**src/rtl/ptp_rdy_pkg.sv**
```systemverilog
package ptp_rdy_pkg;

   // Counter width able to hold values 0 .. n-1, never below one bit.
   function automatic int unsigned cnt_w(input int unsigned n);
      return (n < 2) ? 1 : $clog2(n);
   endfunction

   // Decoded view of the three port resets, high meaning "released".
   typedef struct packed {
      logic tx_ok;
      logic rx_ok;
      logic cfg_ok;
   } rst_view_t;

endpackage

```
**src/rtl/ptp_am_guard.sv**
```systemverilog
// Alignment-marker period divider plus a guard window measured in whole
// periods. A restart pulse reloads the window and realigns the divider.
module ptp_am_guard #(
   parameter int unsigned AM_CYCLES = 104891,
   parameter int unsigned GUARD_AMS = 2
) (
   input  logic clk,
   input  logic restart,
   output logic guard_clear
);
   import ptp_rdy_pkg::*;

   localparam int unsigned GW = cnt_w(GUARD_AMS + 1);

   logic [GW-1:0] guard_rem_q;
   logic          am_tick;
   logic          guard_run;

   assign guard_run = (guard_rem_q != '0);

   generate
      if (AM_CYCLES == 1) begin : g_unit_period
         // Every cycle is one period: no divider needed.
         assign am_tick = guard_run;
      end else begin : g_divider
         localparam int unsigned AW = cnt_w(AM_CYCLES);
         localparam logic [AW-1:0] AM_LAST = AW'(AM_CYCLES - 1);

         logic [AW-1:0] am_cnt_q;

         always_ff @(posedge clk) begin
            if (restart) begin
               am_cnt_q <= '0;
            end else if (guard_run) begin
               if (am_cnt_q == AM_LAST) begin
                  am_cnt_q <= '0;
               end else begin
                  am_cnt_q <= am_cnt_q + 1'b1;
               end
            end
         end

         assign am_tick = guard_run && (am_cnt_q == AM_LAST);
      end
   endgenerate

   always_ff @(posedge clk) begin
      if (restart) begin
         guard_rem_q <= GW'(GUARD_AMS);
      end else if (am_tick) begin
         guard_rem_q <= guard_rem_q - 1'b1;
      end
   end

   assign guard_clear = ~guard_run;

endmodule

```
**src/rtl/ptp_rx_train.sv**
```systemverilog
// Counts received training packets until deskew is considered complete.
module ptp_rx_train #(
   parameter int unsigned TRAIN_PKTS = 20
) (
   input  logic clk,
   input  logic clear,
   input  logic pkt_seen,
   output logic deskew_q,
   output logic deskew_nxt
);
   import ptp_rdy_pkg::*;

   localparam int unsigned TW = cnt_w(TRAIN_PKTS + 1);
   localparam logic [TW-1:0] T_LAST = TW'(TRAIN_PKTS - 1);

   logic [TW-1:0] train_cnt_q;
   logic          done_q;
   logic          count_it;
   logic          reach;

   assign count_it   = pkt_seen & ~done_q;
   assign reach      = count_it && (train_cnt_q == T_LAST);
   assign deskew_nxt = clear ? 1'b0 : (done_q | reach);

   always_ff @(posedge clk) begin
      if (clear) begin
         train_cnt_q <= '0;
         done_q      <= 1'b0;
      end else begin
         if (count_it) begin
            train_cnt_q <= train_cnt_q + 1'b1;
         end
         if (reach) begin
            done_q <= 1'b1;
         end
      end
   end

   assign deskew_q = done_q;

endmodule

```
**src/rtl/ptp_tx_gate.sv**
```systemverilog
// TX readiness flag and frame-aware grant for time-stamped frames.
module ptp_tx_gate (
   input  logic clk,
   input  logic tx_side_ok,
   input  logic guard_clear,
   input  logic frame_active,
   output logic tx_ready,
   output logic tx_grant
);
   logic ready_q;
   logic in_flight_q;
   logic grant;

   assign grant = ready_q & (guard_clear | in_flight_q);

   always_ff @(posedge clk) begin
      ready_q     <= tx_side_ok;
      in_flight_q <= tx_side_ok & frame_active & grant;
   end

   assign tx_ready = ready_q;
   assign tx_grant = grant;

endmodule

```
**src/rtl/ptp_ready_ctrl.sv**
```systemverilog
module ptp_ready_ctrl #(
   parameter int unsigned TRAIN_PKTS = 20,
   // One alignment-marker period (~524.45 us) in 5 ns clock cycles, rounded up.
   parameter int unsigned AM_CYCLES  = 104891,
   parameter int unsigned GUARD_AMS  = 2
) (
   input  logic clk,
   input  logic tx_rst_n,
   input  logic rx_rst_n,
   input  logic cfg_rst_n,
   input  logic link_up,
   input  logic rx_pkt,
   input  logic tod_major,
   input  logic tx_frame_active,
   output logic tx_ready,
   output logic rx_ready,
   output logic tx_grant,
   output logic rx_ts_valid
);
   import ptp_rdy_pkg::*;

   generate
      if (TRAIN_PKTS < 1) begin : g_bad_train
         $error("TRAIN_PKTS must be at least 1");
      end
      if (AM_CYCLES < 1) begin : g_bad_am
         $error("AM_CYCLES must be at least 1");
      end
      if (GUARD_AMS < 1) begin : g_bad_guard
         $error("GUARD_AMS must be at least 1");
      end
   endgenerate

   rst_view_t rv;
   logic      tx_side_ok;
   logic      all_ok;
   logic      guard_restart;
   logic      guard_clear;
   logic      train_clear;
   logic      pkt_seen;
   logic      deskew_q;
   logic      deskew_nxt;
   logic      rx_ready_q;

   assign rv.tx_ok  = tx_rst_n;
   assign rv.rx_ok  = rx_rst_n;
   assign rv.cfg_ok = cfg_rst_n;

   assign tx_side_ok    = rv.tx_ok & rv.cfg_ok;
   assign all_ok        = tx_side_ok & rv.rx_ok;
   assign guard_restart = ~tx_side_ok | tod_major;
   assign train_clear   = ~rv.cfg_ok | ~rv.rx_ok | ~link_up;
   assign pkt_seen      = rx_pkt & link_up & all_ok;

   ptp_am_guard #(
      .AM_CYCLES (AM_CYCLES),
      .GUARD_AMS (GUARD_AMS)
   ) u_guard (
      .clk         (clk),
      .restart     (guard_restart),
      .guard_clear (guard_clear)
   );

   ptp_rx_train #(
      .TRAIN_PKTS (TRAIN_PKTS)
   ) u_train (
      .clk        (clk),
      .clear      (train_clear),
      .pkt_seen   (pkt_seen),
      .deskew_q   (deskew_q),
      .deskew_nxt (deskew_nxt)
   );

   ptp_tx_gate u_txg (
      .clk          (clk),
      .tx_side_ok   (tx_side_ok),
      .guard_clear  (guard_clear),
      .frame_active (tx_frame_active),
      .tx_ready     (tx_ready),
      .tx_grant     (tx_grant)
   );

   always_ff @(posedge clk) begin
      rx_ready_q <= all_ok & link_up & deskew_nxt;
   end

   assign rx_ready    = rx_ready_q;
   assign rx_ts_valid = rx_ready_q & guard_clear;

endmodule

```
**config.mk**
```make
export PLATFORM = sky130hd
export DESIGN_NAME = ptp_ready_ctrl
export DESIGN_NICKNAME = d
export VERILOG_FILES = /design/src/rtl/ptp_rdy_pkg.sv /design/src/rtl/ptp_am_guard.sv /design/src/rtl/ptp_rx_train.sv /design/src/rtl/ptp_tx_gate.sv /design/src/rtl/ptp_ready_ctrl.sv
export SDC_FILE = /design/constraint.sdc
export NUM_CORES = 1
export LEC_CHECK = 0
export BUFFER_PORTS_ARGS = -buffer_cell sky130_fd_sc_hd__buf_2
export CORE_UTILIZATION = 30
export CTS_CLUSTER_SIZE = 25
export DETAILED_ROUTE_END_ITERATION = 10
export PLACE_DENSITY_LB_ADDON = 0.12
export SLEW_MARGIN = 20
export SYNTH_ARGS = -nofsm -noshare
export SYNTH_HDL_FRONTEND = slang
export SYNTH_SLANG_ARGS = --single-unit
```
**constraint.sdc**
```tcl
create_clock -name clk -period 2.9 [get_ports clk]
set_input_delay 0.58 -clock clk [delete_from_list [all_inputs] [get_ports clk]]
set_output_delay 0.58 -clock clk [all_outputs]
set_load 0.01 [all_outputs]
```
Yosys cells after proc, flatten, opt, wreduce, memory -nomap -nowiden
Cells that the tools add are included.

word-level totals
  flip-flop bits (word level) = 28
  input port bits = 8
  output and inout port bits = 4
  word-level logic and storage cells = 39

cells by class
  add/subtract/negate cells = 3
  equal/unequal tests = 2
  multiplexer cells = 2
  bitwise gates (word level) = 22
  reductions and logical operators = 3

operators by type and width
  operator                                           number
  adder 17 x 1 -> 17 bit (second input constant)     1
  equality test 17 bit (second input constant)       1
  two-way mux 17 bit                                 1
  AND 1 bit                                          11
  NOT 1 bit                                          6
  adder 5 x 1 -> 5 bit (second input constant)       1
  equality test 5 bit (second input constant)        1
  OR 1 bit                                           5
  logical AND 1 bit                                  2
  nonzero test 2 bit                                 1
  subtractor 2 x 1 -> 2 bit (second input constant)  1
  two-way mux 1 bit                                  1

Logic depth before layout (Yosys ltp)
  depth in word-level cells = 8
  depth in mapped cells = 7
  mapped depth without buffers = 6

By module
From an unflattened synthesis, not the netlist that was laid out.

unflattened totals
  cells, all modules = 147
  area, all modules = 1,322.5 um^2

modules (own cells, without submodules)
  module          times used  cells each  area an instance (um^2)  seq. area each (um^2)
  ptp_am_guard    1           105         923.4                    380.4
  ptp_rx_train    1           28          271.5                    120.1
  ptp_ready_ctrl  1           10          68.8                     20.0
  ptp_tx_gate     1           4           58.8                     40.0

Least setup slack after synthesis
OpenSTA, ideal clock, no wires.

  kind = flip-flop to flip-flop
  start point = register u_guard.guard_rem_q[0]
  end point = register u_guard.g_divider.am_cnt_q[14]
  arrival = 1.974 ns
  path slack = 0.811 ns
  cell stages (with the launch flop) = 8
  clock period less this slack = 2.089 ns
  path through = dfxtp_1 > inv_1 > ha_1 > or4_1 > or4_4 > o21ai_4 > buf_6 > nor2_1

between the ends
  cells in the longest elaborated chain, start to end = 1

RTL lines
  item                    RTL line            RTL
  start, declared         ptp_am_guard.sv:15  logic [GW-1:0] guard_rem_q;
  start signal, assigned  ptp_am_guard.sv:49  guard_rem_q <= GW'(GUARD_AMS);
  start signal, assigned  ptp_am_guard.sv:51  guard_rem_q <= guard_rem_q - 1'b1;
  nonzero test 2 bit      ptp_am_guard.sv:19  assign guard_run = (guard_rem_q != '0);
  end signal, assigned    ptp_am_guard.sv:38  am_cnt_q <= am_cnt_q + 1'b1;
  end, declared           ptp_am_guard.sv:29  logic [AW-1:0] am_cnt_q;

Every way passes these cells.
A chain may end at the register's enable or synchronous reset.

Worst setup path in the final report
  start point = register u_guard.guard_rem_q[0]
  end point = register u_guard.g_divider.am_cnt_q[6]

The elaborated chain is that of the path after synthesis.

==> flow_summary.ini <==
[run_status]
status = complete, no violations

[drt]
num_vias = 1054
drt-total-wl_um = 2470
top_layer_used = met4
via_per_inst = 5.02
ant_nets = 0
drc_errors = 0
wl_met3_um = 56
first_iter_violations = 45
drt-met1-wl_um = 1110
wl_met2_um = 1270
drt_pass1_iterations = 4
avgRoutedWirePerCell_um = 11.8

[setup_path]
r2r-start = u_guard.guard_rem_q[0]
worst-path-buf-inv = 1
cp.required_ns = 3.06
critPathCaptureType = flop
crit_path_max_incr_delay_ns = 0.55
crit_family = simple AND/OR/NAND/NOR gates
slowest_stage = or4_4
timing.critical_path.fanout_max = 15
crit_chain = inv_1 -> ha_1 -> or4_1 -> or4_4 -> o21ai_4 -> nor2_1
worstSetupPathType = reg2reg
crit_start = u_guard.guard_rem_q[0]
startpoint_type = flop
cp.arrival_ns = 2.41

[timing]
grt_setup_unrepaired = false
min_period_ns = 2.26
timing.fmax_ghz = 0.443
setup-violations-final = 0
finalCritPeriodShare_pct = 77.8
tightest_slew_ns = 0.538
tns_ns = 0
final_hold_viol_count = 0
finClkSkew_ns = 0.00412
slew_headroom_pct = 63.8
finalMaxSlewViolations = 0

[die]
ios = 12
fp-row-count = 23
die_w_um = 68.5
dieArea_um2 = 4690
core-area_um2 = 4120
die_y_um = 68.5
initial_core_util_pct = 32.2

[logic_synthesis]
ys_types = 35
async_flop_share_pct = 0
synthTopCellsByCount = 28 x dfxtp_1, 24 x nor2_1, 10 x nand3_1
synthCells = 147
synth-edff-count = 0
synth_ff_type = dfxtp_1
syn_area_per_cell_um2 = 9.02
synth.most_common_cell = dfxtp_1
netlist.area_leader.share_pct = 42.3
synth_largest_area_cell = dfxtp_1
synth-seq-cells = 28
synth_area_leaders = dfxtp_1 42%, nor2_1 6.8%, xnor2_1 5.9%
synthesis.area_um2 = 1330
syn_nets = 159
yosys_warnings = 0
yosysSeqAreaShare_pct = 42.3

[clock_tree]
cts_tree = done
htreeDepth = 1
clk-insertion-delay-late_ns = 0.27
cts-root-buf = clkbuf_8
path_clk_slew_ns = 0.10
cts_hold_buffers = 0
cts_resized = 0
cts.sinks = 28
numCtsBuffers = 3
postCtsSetupRepairBufs = 0
cts_buffer_depth = 2

[global_route]
grt_max_degree = 16
grt_util_all_layers_pct = 12.8
grt_pass1_wl_um = 4370
grt_antenna_before_repair = 0
overflow = 0
grt_pass1_vias = 989

[hold_path]
min_from = u_guard.guard_rem_q[0]
hold_class = reg2reg

[finish]
area_growth_syn_to_layout_pct = 12.2
nets = 173
num_antenna_cells = 0
drive_gt1_share_pct = 12.5
utilization_pct = 36.2

[placement]
gp_congestion = 0.737
dp_hpwl_um = 1870
io_buffers = 11

[run]
max_cap_violations = 0

[power]
p_leak_nw = 0.516
vdd_ir_drop_max_mv = 0.159
p_per_area_nw_per_um2 = 437
-- flip-flops by register name, summed over array words and instances (netlist names) --
signal / flops
u_txg.tx_ready: 1
rx_ready: 1
u_train.train_cnt_q: 5
u_txg.in_flight_q: 1
u_train.deskew_q: 1
u_guard.g_divider.am_cnt_q: 17
u_guard.guard_rem_q: 2
-- area by class of cell --
cell class                      instances  area (um2)
Fill cell                             444        2630
Multi-Input combinational cell        110         724
Sequential cell                        28         561
Timing Repair Buffer                   12        62.6
Tap cell                               50        62.6
Clock buffer                            4        55.1
Inverter                                6        22.5
-- stage by stage --
step | area (um2) | cells | setup WS [ns] | power (mW) | hold slack [ns]
global route | 1490 | 210 | 0.499 | 0.682 | 0.496
global placement | 1430 | 206 | 0.696 | 0.415 | 0.447
finish | 1490 | 210 | 0.644 | 0.651 | 0.471
floorplan | 1330 | 147 | 0.811 | 0.407 | 0.435
detailed placement | 1430 | 206 | 0.647 | 0.415 | 0.457
CTS | 1490 | 210 | 0.634 | 0.659 | 0.474
-- report_power, final --
group / switching, mW / internal (mW) / total, mW
sequential: 0.00183 / 0.386 / 0.388
clock: 0.123 / 0.122 / 0.245
combinational: 0.0111 / 0.00761 / 0.0187
total: 0.136 / 0.515 / 0.651
-- path summary, 6_finish.rpt --
path | end | slack, ns | depth (start not counted)
worst max-delay path | u_guard.g_divider.am_cnt_q[6] | 0.64 | 6
worst min-delay path | u_guard.guard_rem_q[0] | 0.47 | 2
worst max register to register | u_guard.g_divider.am_cnt_q[6] | 0.64 | 6
worst min register to register | u_guard.guard_rem_q[0] | 0.47 | 2
-- layout by cell type (no fill, tap or decap), types with 3 or more instances in the layout --
cell	count
ha_1	4
nand3_1	10
mux2i_1	5
xor2_1	8
dfxtp_1	28
nor2_1	24
a21oi_1	3
xnor2_1	9
clkbuf_8	4
nand2_1	7
buf_2	11
nand4_1	4
and3_1	3
inv_1	6
nor4_1	6
nand4b_1	3
-- logic make-up after synthesis --
| family | after synthesis | share of synthesized area, % |
|---|---|---|
| mux | 5 | 3.77 |
| fa+ha+maj | 4 | 3.77 |
| simple gates | 77 | 32.1 |
| buf+inv | 9 | 3.11 |
| xor+xnor | 17 | 11.2 |
| compound gates | 7 | 3.77 |
| flops | 28 | 42.3 |
-- per-layer routing --
layer  up-vias  track usage [%]
met5         -                0
met4         0             4.95
met3         4             2.96
met2        12             22.4
met1       500             14.9
li1        538                -
-- tightest hold or removal path: stages (launching register included) --
cell and delay [ns]:
dfxtp_1 0.32, nand2_1 0.05, mux2i_1 0.06
(Power assumes the default switching activity.)
